==> src/rtl/dtb_pkg.sv <==
package dtb_pkg;
  localparam int LEN_W  = 16;
  localparam int ATTR_W = 6;
  localparam int PAD_W  = 32 - LEN_W - ATTR_W;

  localparam logic [ATTR_W-1:0] ATTR_VALID = 6'b000001;
  localparam logic [ATTR_W-1:0] ATTR_END   = 6'b000010;
  localparam logic [ATTR_W-1:0] ATTR_XFER  = 6'b100000;

  typedef enum logic [1:0] {
    ST_IDLE,
    ST_CHECK,
    ST_EMIT,
    ST_LOAD
  } seq_state_t;
endpackage

==> src/rtl/dtb_sizer.sv <==
module dtb_sizer #(
  parameter int ADDR_W  = 32,
  parameter int CNT_W   = 16,
  parameter int BSZ_W   = 12,
  parameter int DEF_BSZ = 512,
  localparam int TOT_W  = CNT_W + BSZ_W,
  localparam int NCNT_W = TOT_W - dtb_pkg::LEN_W + 1
) (
  input  logic              clk,
  input  logic              rst,
  input  logic              load,
  input  logic [ADDR_W-1:0] buf_base,
  input  logic [CNT_W-1:0]  blk_cnt,
  input  logic [BSZ_W-1:0]  blk_size,
  output logic [ADDR_W-1:0] base_q,
  output logic [TOT_W-1:0]  total_q,
  output logic [NCNT_W-1:0] desc_cnt
);
  import dtb_pkg::*;

  logic [BSZ_W-1:0]        eff_bsz;
  logic [TOT_W-1:0]        product;
  logic [NCNT_W-2:0]       whole;
  logic                    frac;

  assign eff_bsz = (blk_size == '0) ? BSZ_W'(DEF_BSZ) : blk_size;
  assign product = TOT_W'(blk_cnt) * TOT_W'(eff_bsz);

  always_ff @(posedge clk) begin
    if (rst) begin
      base_q  <= '0;
      total_q <= '0;
    end else if (load) begin
      base_q  <= buf_base;
      total_q <= product;
    end
  end

  assign whole = total_q[TOT_W-1:LEN_W];
  assign frac  = |total_q[LEN_W-1:0];

  always_comb begin
    if (whole == '0) desc_cnt = NCNT_W'(1);
    else             desc_cnt = {1'b0, whole} + NCNT_W'(frac);
  end
endmodule

==> src/rtl/dtb_seq.sv <==
module dtb_seq #(
  parameter int DEPTH  = 32,
  parameter int NCNT_W = 13,
  localparam int IDX_W = $clog2(DEPTH)
) (
  input  logic              clk,
  input  logic              rst,
  input  logic              start,
  input  logic [NCNT_W-1:0] desc_cnt,
  output logic              accept,
  output logic              busy,
  output logic              emit,
  output logic              last,
  output logic [IDX_W-1:0]  idx,
  output logic              reject,
  output logic              finish
);
  import dtb_pkg::*;

  seq_state_t       state;
  logic [IDX_W-1:0] last_idx;
  logic             too_many;

  assign too_many = desc_cnt > NCNT_W'(DEPTH);
  assign accept   = start && (state == ST_IDLE);
  assign busy     = (state != ST_IDLE);
  assign emit     = (state == ST_EMIT);
  assign last     = emit && (idx == last_idx);
  assign reject   = (state == ST_CHECK) && too_many;
  assign finish   = (state == ST_LOAD);

  always_ff @(posedge clk) begin
    if (rst) begin
      state    <= ST_IDLE;
      idx      <= '0;
      last_idx <= '0;
    end else begin
      case (state)
        ST_IDLE: if (start) state <= ST_CHECK;
        ST_CHECK: begin
          idx      <= '0;
          last_idx <= IDX_W'(desc_cnt - NCNT_W'(1));
          state    <= too_many ? ST_IDLE : ST_EMIT;
        end
        ST_EMIT: begin
          if (idx == last_idx) state <= ST_LOAD;
          else                 idx   <= idx + IDX_W'(1);
        end
        default: state <= ST_IDLE;
      endcase
    end
  end
endmodule

==> src/rtl/dtb_pack.sv <==
module dtb_pack #(
  parameter int               ADDR_W     = 32,
  parameter int               TOT_W      = 28,
  parameter int               IDX_W      = 5,
  parameter logic [ADDR_W-1:0] TABLE_BASE = '0,
  localparam int              DESC_W     = ADDR_W + 32
) (
  input  logic              clk,
  input  logic              rst,
  input  logic              emit,
  input  logic              last,
  input  logic [IDX_W-1:0]  idx,
  input  logic [ADDR_W-1:0] base_q,
  input  logic [TOT_W-1:0]  total_q,
  input  logic              reject,
  input  logic              finish,
  output logic              ram_we,
  output logic [IDX_W-1:0]  ram_idx,
  output logic [DESC_W-1:0] ram_wdata,
  output logic [ADDR_W-1:0] sys_addr,
  output logic              done,
  output logic              err
);
  import dtb_pkg::*;

  logic [ADDR_W-1:0] ent_addr;
  logic [TOT_W-1:0]  covered;
  logic [LEN_W-1:0]  ent_len;
  logic [ATTR_W-1:0] ent_attr;

  assign ent_addr = base_q + (ADDR_W'(idx) << LEN_W);
  assign covered  = TOT_W'(idx) << LEN_W;

  generate
    if (TOT_W > LEN_W) begin : g_len_wide
      logic [TOT_W-1:0] rest;
      assign rest    = total_q - covered;
      assign ent_len = last ? rest[LEN_W-1:0] : '0;
    end else begin : g_len_narrow
      assign ent_len = last ? LEN_W'(total_q - covered) : '0;
    end
  endgenerate

  assign ent_attr = ATTR_XFER | ATTR_VALID | (last ? ATTR_END : '0);

  always_ff @(posedge clk) begin
    if (rst) begin
      ram_we    <= 1'b0;
      ram_idx   <= '0;
      ram_wdata <= '0;
      sys_addr  <= '0;
      done      <= 1'b0;
      err       <= 1'b0;
    end else begin
      ram_we <= emit;
      done   <= finish;
      err    <= reject;
      if (emit) begin
        ram_idx   <= idx;
        ram_wdata <= {ent_addr, ent_len, {PAD_W{1'b0}}, ent_attr};
      end
      if (finish) sys_addr <= TABLE_BASE;
    end
  end
endmodule

==> src/rtl/dtb_table_builder.sv <==
module dtb_table_builder #(
  parameter int               ADDR_W     = 32,
  parameter int               CNT_W      = 16,
  parameter int               BSZ_W      = 12,
  parameter int               DEF_BSZ    = 512,
  parameter int               DEPTH      = 32,
  parameter logic [ADDR_W-1:0] TABLE_BASE = 32'h0001_0000,
  localparam int              IDX_W      = $clog2(DEPTH),
  localparam int              TOT_W      = CNT_W + BSZ_W,
  localparam int              NCNT_W     = TOT_W - dtb_pkg::LEN_W + 1,
  localparam int              DESC_W     = ADDR_W + 32
) (
  input  logic              clk,
  input  logic              rst,
  input  logic              start,
  input  logic [ADDR_W-1:0] buf_base,
  input  logic [CNT_W-1:0]  blk_cnt,
  input  logic [BSZ_W-1:0]  blk_size,
  output logic              busy,
  output logic              ram_we,
  output logic [IDX_W-1:0]  ram_idx,
  output logic [DESC_W-1:0] ram_wdata,
  output logic [ADDR_W-1:0] sys_addr,
  output logic              done,
  output logic              err
);
  logic              accept, emit, last, reject, finish;
  logic [IDX_W-1:0]  idx;
  logic [ADDR_W-1:0] base_q;
  logic [TOT_W-1:0]  total_q;
  logic [NCNT_W-1:0] desc_cnt;

  dtb_sizer #(
    .ADDR_W(ADDR_W), .CNT_W(CNT_W), .BSZ_W(BSZ_W), .DEF_BSZ(DEF_BSZ)
  ) u_sizer (
    .clk(clk), .rst(rst), .load(accept), .buf_base(buf_base),
    .blk_cnt(blk_cnt), .blk_size(blk_size),
    .base_q(base_q), .total_q(total_q), .desc_cnt(desc_cnt)
  );

  dtb_seq #(.DEPTH(DEPTH), .NCNT_W(NCNT_W)) u_seq (
    .clk(clk), .rst(rst), .start(start), .desc_cnt(desc_cnt),
    .accept(accept), .busy(busy), .emit(emit), .last(last), .idx(idx),
    .reject(reject), .finish(finish)
  );

  dtb_pack #(
    .ADDR_W(ADDR_W), .TOT_W(TOT_W), .IDX_W(IDX_W), .TABLE_BASE(TABLE_BASE)
  ) u_pack (
    .clk(clk), .rst(rst), .emit(emit), .last(last), .idx(idx),
    .base_q(base_q), .total_q(total_q), .reject(reject), .finish(finish),
    .ram_we(ram_we), .ram_idx(ram_idx), .ram_wdata(ram_wdata),
    .sys_addr(sys_addr), .done(done), .err(err)
  );
endmodule

==> config.mk <==
export PLATFORM = sky130hd
export DESIGN_NAME = dtb_table_builder
export DESIGN_NICKNAME = d
export VERILOG_FILES = /design/src/rtl/dtb_pkg.sv /design/src/rtl/dtb_sizer.sv /design/src/rtl/dtb_seq.sv /design/src/rtl/dtb_pack.sv /design/src/rtl/dtb_table_builder.sv
export SDC_FILE = /design/constraint.sdc
export NUM_CORES = 1
export LEC_CHECK = 0
export BUFFER_PORTS_ARGS = -buffer_cell sky130_fd_sc_hd__buf_2
export CORE_ASPECT_RATIO = 0.5
export CORE_MARGIN = 2
export CORE_UTILIZATION = 65
export CTS_BUF_LIST = sky130_fd_sc_hd__clkbuf_2
export DETAILED_ROUTE_END_ITERATION = 12
export PLACE_DENSITY = 0.89
export SETUP_SLACK_MARGIN = 0.3
export SLEW_MARGIN = 10
export SYNTH_ARGS = -nofsm -noshare
export SYNTH_HDL_FRONTEND = slang
export SYNTH_SLANG_ARGS = --single-unit
==> constraint.sdc <==
create_clock -name clk -period 18.29 [get_ports clk]
set_clock_uncertainty 0.1 [all_clocks]
set_input_delay 2.7435 -clock clk [delete_from_list [all_inputs] [get_ports clk]]
set_output_delay 2.7435 -clock clk [all_outputs]
set_load 0.01 [all_outputs]
# After elaboration in Yosys (flattened, before gate mapping)
# Index checks and enable logic that the tools add are counted.
totals:
  reg_bits: 135
  output_inout_bits: 105
  wordCells: 46
op_classes:
  add_sub_neg: 5
  n_mul: 1
  order_cmp: 1
  n_eq_ne: 7
  mux: 10
  n_reduce_logical: 11
op_table:
  columns: ["cell", "count"]
  rows:
  - ["$add 32x21->32", 1]
  - ["$mul 16x12->28", 1]
  - ["$logic_not 12->1", 2]
  - ["$mux 16", 1]
  - ["$reduce_or 16->1", 1]
  - ["$sub 16x1->16 const B", 1]
  - ["$add 12x1->13", 1]
  - ["$gt 13x6->1 const B", 1]
  - ["$mux 13", 1]
  - ["$mux 12", 1]
  - ["$pmux 5 s2", 1]
  - ["$mux 2", 4]
  - ["$ne 2x2->1 const B", 3]
  - ["$pmux 2 s3", 1]
  - ["$add 5x1->5 const B", 1]
  - ["$eq 5x5->1", 1]
  - ["$mux 5", 1]
  - ["$sub 5x1->5 const B", 1]
  - ["$eq 2x2->1 const B", 2]
  - ["$reduce_and 2->1", 2]
  - ["$reduce_bool 2->1", 2]
  - ["$logic_and 1x1->1", 3]
  - ["$eq 2x1->1 const B", 1]
  - ["$logic_not 2->1", 1]

# Depth between registers and ports, before layout
# Gate-level depths: netlist of the first run.
depth:
  depth_word: 6
  mapped_depth: 22

# By module
# Synthesis of the first run repeated with hierarchy kept, for this count alone.
hier_totals:
  hier_cells: 1395
  hier_area_um2: 12224.2
modules_own_cells:
  columns: ["module", "n_inst", "cells_per_inst", "area_each_um2", "seq_area_each_um2"]
  rows:
  - ["dtb_sizer", 1, 1003, 8658.3, 1201.2]
  - ["dtb_pack", 1, 299, 2815.2, 1181.1]
  - ["dtb_seq", 1, 93, 750.7, 240.2]

# Worst setup path after synthesis of the first run
# No wires, ideal clock.
synth_timing:
  kind: "in2reg"
  start: "in blk_size[0]"
  end: "reg u_sizer.total_q[27]"
  setup_ns: 0.117
  t_arrival_ns: 8.003
  required_ns: 18.073
  slack_ns: 10.070
  cell_stages: 19
  cell_sequence: "clkbuf_1 -> nor4_1 -> a31o_2 -> clkbuf_1 -> and2_1 -> fa_1 -> fa_1 -> fa_1 -> fa_1 -> inv_1 -> fa_1 -> inv_1 -> ha_1 -> a21oi_1 -> o21bai_1 -> a21oi_1 -> nor4_1 -> or3_1 -> a32o_1"
synth_via:
  elab_chain_len: 3
synth_rtl:
  columns: ["item", "line_no", "text"]
  rows:
  - ["start, declared", "dtb_table_builder.sv:18", "input logic [BSZ_W-1:0] blk_size,"]
  - ["$logic_not 12->1", "dtb_sizer.sv:26", "assign eff_bsz = (blk_size == '0) ? BSZ_W'(DEF_BSZ) : blk_size;"]
  - ["$mux 12 *", "dtb_sizer.sv:26", null]
  - ["$mul 16x12->28 *", "dtb_sizer.sv:27", "assign product = TOT_W'(blk_cnt) * TOT_W'(eff_bsz);"]
  - ["end signal, assigned", "dtb_sizer.sv:35", "total_q <= product;"]
  - ["end, declared", "dtb_sizer.sv:16", "output logic [TOT_W-1:0] total_q,"]
# Every way passes the cells marked *; elsewhere a longest branch is shown, timed or not.
# A chain may end at the register's enable or synchronous reset.

# Worst setup path in the final report of the first run
layout_timing:
  start: "in blk_size[8]"
  end: "reg u_sizer.total_q[27]"
# The elaborated chain is that of the path after synthesis.

==> results.sh, run 1 <==
export IMPL_post_dp_hpwl_um=21700
export IMPL_rsz0062_at_grt="false"
export IMPL_cts_resized=0
export IMPL_cap_viol_max_count=0
export IMPL_tns_ns=0
export IMPL_placedCellCount=1731
export IMPL_antenna_found_initial=0
export IMPL_core_area_mm2=0.0177
export IMPL_h_tree_depth=4
export IMPL_syn_area_mm2=0.0119
export IMPL_synthesis_yosys_warnings=0
export IMPL_netlist_top_cells_area="fa_1 (24%), dfxtp_1 (22%), nand2_1 (9.7%)"
export IMPL_r2r_cells=9
export IMPL_place_port_buffers=123
export IMPL_met3_usage_pct=5.46
export IMPL_postCtsSetupBuffers=0
export IMPL_worstHoldStart="u_sizer.base_q[7]"
export IMPL_peakVddDrop_mv=0.109
export IMPL_netlist_area_leader_share_pct=23.7
export IMPL_cp_max_fo=17
export IMPL_met1_usage_pct=42.0
export IMPL_fin_crit_sh_pct=43.6
export IMPL_antennaDiodeCount=0
export IMPL_initial_core_util_pct=67.4
export IMPL_p_per_area_mw_per_mm2=141
export IMPL_cts_root_buf="clkbuf_2"
export IMPL_fin_crit_ns=7.97
export IMPL_cts_tree="built"
export IMPL_yosysUniqueCellTypes=63
export IMPL_cts_path_max_buffers=2
export IMPL_finalHoldViolations=0
export IMPL_numCtsBuffers=17
export IMPL_grt_overflow=0
export IMPL_yosys_area_top_type="fa_1"
export IMPL_worstMarginPinSlew_ns=1.09
export IMPL_multi_input_area_mm2=0.00811
export IMPL_yosys_most_used_dff="dfxtp_1"
export IMPL_first_iter_violations=844
export IMPL_dr_pass1_iters=5
export IMPL_outcome="finished, final reports clean"
export IMPL_yosysMostFrequentCell="nand2_1"
export IMPL_register_area_mm2=0.00262
export IMPL_ys_top_cells_by_count="nand2_1 (306), inv_1 (180), fa_1 (141), dfxtp_1 (131), a21oi_1 (123)"
export IMPL_grt_pass1_wl_um=46900
export IMPL_viasPerCell=5.63
export IMPL_fmax_ghz=0.125
export IMPL_routabilityCongestion=0.910
export IMPL_power_leakage_nw=6.02
export IMPL_relSlewSlack_pct=27.5
export IMPL_die_area_mm2=0.0195
export IMPL_hold_depth=2
export IMPL_ys_seq_elements=131
export IMPL_synth_enable_flop_cells=0
export IMPL_drive_above_1_share_pct=11.4
export IMPL_worstReg2RegStart="u_seq.idx[0]"
export IMPL_cp_data_required_time_ns=18.74
export IMPL_num_io_pins=168
export IMPL_grt_usage_pct=29.9
export IMPL_avgSynthCellArea_um2=8.16
export IMPL_startpoint_type="primary input"
export IMPL_drtAntennaViolNets=0
export IMPL_grt_max_degree=88
export IMPL_vias=9931
export IMPL_syn2layout_area_growth_pct=6.31
export IMPL_wl_um=28200
export IMPL_cts_hold_buf=0
export IMPL_grt_pass1_vias=9760
export IMPL_min_to="u_pack.ram_wdata[39]"
export IMPL_drv_slew=0
export IMPL_wire_per_inst_um=16.0
export IMPL_end_kind="flip-flop"
export IMPL_busiest_layer="met2"
export IMPL_power_mw=1.79
export IMPL_criticalPathCategory="in2reg"
export IMPL_worstSkewPairLatency_ns=0.64
export IMPL_fill_cells=1413
export IMPL_die_x_um=195
export IMPL_synthCells=1458
export IMPL_setup_viol=0
export IMPL_async_flop_share_pct=0
export IMPL_drcViolationCount=0
export IMPL_hold_class="reg2reg"
export IMPL_cts_sinks=131
export IMPL_num_nets_final=1796
export IMPL_rrSetupSlack_ns=15.30
export IMPL_grt_use_met2_pct=48.7
export IMPL_rows=34
export IMPL_die_y_um=99.7
export IMPL_arrival_ns=8.42
export IMPL_layout_cells_non_filler=1763
export IMPL_synth_seq_area_share_pct=22.0
export IMPL_rr_endpoint="u_pack.ram_wdata[56]"
export IMPL_path_clk_slew_ns=0.19
[cell families (layout without fill, tap and decap cells)]
| logic type | Yosys count | after routing | synth area share [%] |
|---|---|---|---|
| xor gates and xnor gates | 30 | 30 | 2.21 |
| other | 1 | 44 | 0.0315 |
| DFF | 131 | 131 | 22.0 |
| muxes | 2 | 2 | 0.168 |
| buffers and inverters | 312 | 340 | 11.3 |
| adders and majority gates | 217 | 217 | 31.7 |
| AOI/OAI and AO/OA | 225 | 225 | 11.4 |
| and+or+nand+nor | 540 | 540 | 21.1 |
[per-stage QoR]
stage	util (%)	worst slack, ns	instance area [um^2]	hold WS (ns)
floorplan	-	10.07	12100	0.326
global placement	70.0	9.86	12400	0.331
detailed placement	70.0	9.70	12400	0.336
CTS	71.7	10.41	12700	0.355
global route	71.7	10.04	12700	0.362
finish	71.7	10.32	12700	0.353
[placed cells by master, fill, tap and decap left out, drive strengths merged, types with 3 or more instances in the layout]
cell type / instances
o211ai: 12
or2: 4
or3: 11
a21o: 11
nor2b: 4
nor2: 34
buf: 128
dfxtp: 131
bufinv: 4
or4: 5
conb: 44
fa: 141
and2: 75
a311oi: 3
a311o: 3
ha: 76
inv: 183
xor2: 12
o21bai: 3
nand4: 12
xnor2: 18
clkbuf: 17
o21ai: 29
a21oi: 123
a2111oi: 3
o2111ai: 3
and3: 13
nor4: 11
clkinv: 6
nor3: 14
a211oi: 11
nand3: 37
nor3b: 3
nand2: 306
nand2b: 5
o21a: 5
[critical path, cell delays in order]
cell	delay, ns
buf_2	0.21
nor4_1	0.31
a31o_2	0.38
and2_1	0.19
fa_1	0.44
fa_1	0.52
fa_1	0.53
fa_1	0.54
inv_1	0.05
fa_1	0.52
inv_1	0.04
ha_1	0.38
a21oi_1	0.32
o21bai_1	0.13
a21oi_1	0.36
nor4_1	0.12
or3_1	0.36
a32o_1	0.26
[how the worst max path moves through the flow]
stage | cells past startpoint | start | slack [ns] | end
after floorplan | 19 | blk_size[0] | 10.07 | u_sizer.total_q[27]
after global placement | 18 | blk_size[7] | 9.86 | u_sizer.total_q[27]
after detailed placement | 18 | blk_size[7] | 9.70 | u_sizer.total_q[27]
after CTS | 18 | blk_size[7] | 10.41 | u_sizer.total_q[27]
after global routing | 18 | blk_size[7] | 10.04 | u_sizer.total_q[27]
final | 18 | blk_size[8] | 10.32 | u_sizer.total_q[27]
[final cells by class]
type | instances | area share [%]
Clock buffer | 17 | 0.673
Clock inverter | 15 | 1.62
Inverter | 180 | 5.34
Multi-Input combinational cell | 1058 | 64.1
Sequential cell | 131 | 20.7
Tap cell | 234 | 2.31
Timing Repair Buffer | 128 | 5.18
[registers in the layout, summed over array words and instances (netlist names)]
| register | flops |
|---|---|
| u_seq.state | 2 |
| u_pack.ram_we | 1 |
| u_sizer.base_q | 32 |
| u_pack.sys_addr | 1 |
| u_pack.ram_idx | 5 |
| u_seq.last_idx | 5 |
| u_pack.ram_wdata | 50 |
| u_sizer.total_q | 28 |
| u_pack.err | 1 |
| u_pack.done | 1 |
| u_seq.idx | 5 |
[power by group]
group          switching, mW  internal [mW]  leakage (nW)
sequential            0.0253          0.319          1.07
clock                  0.110         0.0912         0.163
combinational          0.763          0.476          4.79
total                  0.899          0.887          6.02
[metal layers]
| layer | up-vias | part of all wire (%) |
|---|---|---|
| li1 | 4700 | - |
| met1 | 4732 | 45 |
| met2 | 461 | 45 |
| met3 | 38 | 8.5 |
| met4 | 0 | 1.2 |
| met5 | - | 0 |
Note: power is estimated with default switching activity, not from simulation.
==> run 2: changes to the inputs <==
- ABC_AREA: not set -> 1
- CORE_UTILIZATION: 65 -> 61
- PLACE_DENSITY: 0.89 -> 0.84
- clock period: 18.29 -> 8.2 ns (I/O delays scaled with it)
==> run 2 against run 1 <==
Global-route usage fell by 1.8 points. Routed wire length rose by 4.9%. Sequential share of layout area fell by 1.1 points. Largest power group unchanged. Sequential power rose by 130%. Register-to-register slack got worse by 9.6 ns. Combinational power rose to 2.5 times the previous value.
==> results.sh, run 2 <==
export IMPL_path_clk_slew_ns=0.18
export IMPL_place_port_buffers=123
export IMPL_vias=10971
export IMPL_initial_core_util_pct=61.8
export IMPL_grt_overflow=0
export IMPL_fill_cells=1821
export IMPL_layout_common_cells="nand2_1 (456), inv_1 (388), nor2_1 (213)"
export IMPL_cap_viol_max_count=0
export IMPL_viasPerCell=5.04
export IMPL_worstReg2RegStart="u_seq.state[0]"
export IMPL_netlist_area_leader_share_pct=22.3
export IMPL_final_common_cell="nand2_1"
export IMPL_grt_pass1_vias=10590
export IMPL_yosysUniqueCellTypes=35
export IMPL_routabilityCongestion=0.928
export IMPL_grt_pass1_wl_um=50200
export IMPL_cts_tree="built"
export IMPL_num_nets_final=2171
export IMPL_synth_enable_flop_cells=0
export IMPL_numCtsBuffers=17
export IMPL_hold_class="reg2reg"
export IMPL_cts_hold_buf=0
export IMPL_cts_sinks=131
export IMPL_grt_max_degree=68
export IMPL_drive_above_1_share_pct=9.09
export IMPL_largest_register_ffs=50
export IMPL_yosys_most_used_dff="dfxtp_1"
export IMPL_synthesis_yosys_warnings=0
export IMPL_drcViolationCount=0
export IMPL_setup_viol=0
export IMPL_startpoint_type="primary input"
export IMPL_ys_top_cells_by_count="nand2_1 (456), inv_1 (388), nor2_1 (213), fa_1 (141), dfxtp_1 (131)"
export IMPL_place_ws_ns=1.58
export IMPL_utilization_pct=65.2
export IMPL_die_x_um=208
export IMPL_met3_usage_pct=4.59
export IMPL_async_flop_share_pct=0
export IMPL_placed_cell_area_mm2=0.0132
export IMPL_dr_pass1_iters=5
export IMPL_die_y_um=106
export IMPL_relSlewSlack_pct=35.9
export IMPL_met1_usage_pct=38.5
export IMPL_tns_ns=0
export IMPL_fmax_ghz=0.168
export IMPL_worstSkewPairLatency_ns=0.68
export IMPL_die_area_mm2=0.0220
export IMPL_post_dp_hpwl_um=23000
export IMPL_fin_crit_sh_pct=72.4
export IMPL_num_io_pins=168
export IMPL_syn2layout_area_growth_pct=5.49
export IMPL_power_mw=4.27
export IMPL_cts_root_buf="clkbuf_2"
export IMPL_synthCells=1820
export IMPL_core_area_mm2=0.0205
export IMPL_syn_area_mm2=0.0126
export IMPL_criticalPathCategory="in2reg"
export IMPL_largest_register="u_pack.ram_wdata"
export IMPL_wire_per_inst_um=13.6
export IMPL_postCtsSetupBuffers=0
export IMPL_netlist_top_cells_area="fa_1 (22%), dfxtp_1 (21%), nand2_1 (14%)"
export IMPL_design_area_mm2=0.0133
export IMPL_busiest_layer="met2"
export IMPL_cp_data_required_time_ns=8.69
export IMPL_p_per_area_mw_per_mm2=320
export IMPL_antennaDiodeCount=0
export IMPL_peakVddDrop_mv=0.230
export IMPL_power_leakage_nw=7.72
export IMPL_worstMarginPinSlew_ns=0.960
export IMPL_first_iter_violations=1037
export IMPL_grt_use_met2_pct=46.4
export IMPL_yosys_area_top_type="fa_1"
export IMPL_setup_ws_ns=2.26
export IMPL_h_tree_depth=4
export IMPL_antenna_found_initial=0
export IMPL_arrival_ns=6.42
export IMPL_wl_um=29600
export IMPL_top_regs="u_pack.ram_wdata (50), u_sizer.base_q (32), u_sizer.total_q (28)"
export IMPL_grt_usage_pct=28.0
export IMPL_cts_resized=0
export IMPL_worstHoldStart="u_pack.ram_wdata[30]"
export IMPL_cts_path_max_buffers=2
export IMPL_rows=37
export IMPL_outcome="finished, final reports clean"
export IMPL_rsz0062_at_grt="false"
export IMPL_ys_seq_elements=131
export IMPL_startpoint="blk_size[4]"
export IMPL_yosysMostFrequentCell="nand2_1"
export IMPL_fin_crit_ns=5.94
export IMPL_avgSynthCellArea_um2=6.95
export IMPL_synth_seq_area_share_pct=20.7
export IMPL_end_kind="flip-flop"
export IMPL_drtAntennaViolNets=0
export IMPL_drv_slew=0
export IMPL_cp_max_fo=17
export IMPL_finalHoldViolations=0
[run 2: changes by cell type after synthesis, sizes merged, moves of 10 or more]
| cell | previous run | this run |
|---|---|---|
| clkbuf | 77 | 56 |
| xnor2 | 18 | 8 |
| and3 | 13 | 0 |
| and2 | 75 | 0 |
| a211oi | 11 | 0 |
| a21oi | 123 | 58 |
| o211ai | 12 | 1 |
| nand2 | 306 | 457 |
| nor2 | 34 | 219 |
| nand3 | 37 | 67 |
| o21ai | 29 | 91 |
| or3 | 11 | 0 |
| inv | 180 | 394 |
[run 2: worst max-delay path, stage by stage]
cell	delay, ns
buf_2	0.24
nor4_1	0.29
nand3_1	0.11
nand2_1	0.23
inv_2	0.15
nor2_1	0.14
fa_1	0.46
fa_1	0.52
fa_1	0.51
fa_1	0.55
inv_1	0.05
fa_1	0.53
inv_1	0.04
ha_1	0.35
nand2_1	0.14
nor2_2	0.25
nand2_1	0.07
nand3b_1	0.18
nand4_1	0.10
nand3_1	0.11
nand2_1	0.11
inv_1	0.04
[run 2: through the flow]
| stage | cells | hold slack, ns |
|---|---|---|
| finish | 2177 | 0.373 |
| global route | 2177 | 0.397 |
| CTS | 2177 | 0.375 |
| detailed placement | 2145 | 0.349 |
| global placement | 2145 | 0.339 |
| floorplan | 1863 | 0.344 |
[run 2: final cells by class]
type	instances	area, um^2	share of cell area [%]
clock inverters	13	87.6	0.656
multi-input cells	1219	8070	60.5
flip-flops and latches	131	2620	19.7
well taps	273	342	2.56
inverters	395	1480	11.1
repair buffers	127	646	4.84
clock buffers	19	95.1	0.713
[run 2: layer usage]
metal / up-vias / wire, um
li1: 5458 / -
met1: 5066 / 13700
met2: 402 / 13100
met3: 45 / 2260
met4: 0 / 517
met5: - / 0
[run 2: cells by family (layout without fill, tap and decap cells)]
kind of cell             count (synthesis)  count (layout)  share of synthesized area [%]
adder cells (fa/ha/maj)                217             217                           29.8
XOR/XNOR                                20              20                           1.38
other                                    1              44                         0.0296
AO/OA/AOI/OAI                          162             162                           6.61
AND/OR/NAND/NOR                        776             776                           24.7
buffers and inverters                  513             554                           16.8
flip-flops                             131             131                           20.7
[run 2: final timing paths]
| kind | endpoint | cells past startpoint | slack [ns] |
|---|---|---|---|
| max | u_sizer.total_q[22] | 22 | 2.26 |
| min | u_pack.ram_wdata[30] | 2 | 0.37 |
| max reg2reg | u_sizer.base_q[30] | 7 | 5.69 |
| min reg2reg | u_pack.ram_wdata[30] | 2 | 0.37 |
[run 2: where the power goes]
group          total, mW  internal (mW)  switching (mW)  leakage [nW]
Clock              0.318         0.0795           0.239         0.112
Sequential         0.805          0.738          0.0669          1.07
Combinational       3.15           1.11            2.04          6.54
Total               4.27           1.93            2.35          7.72
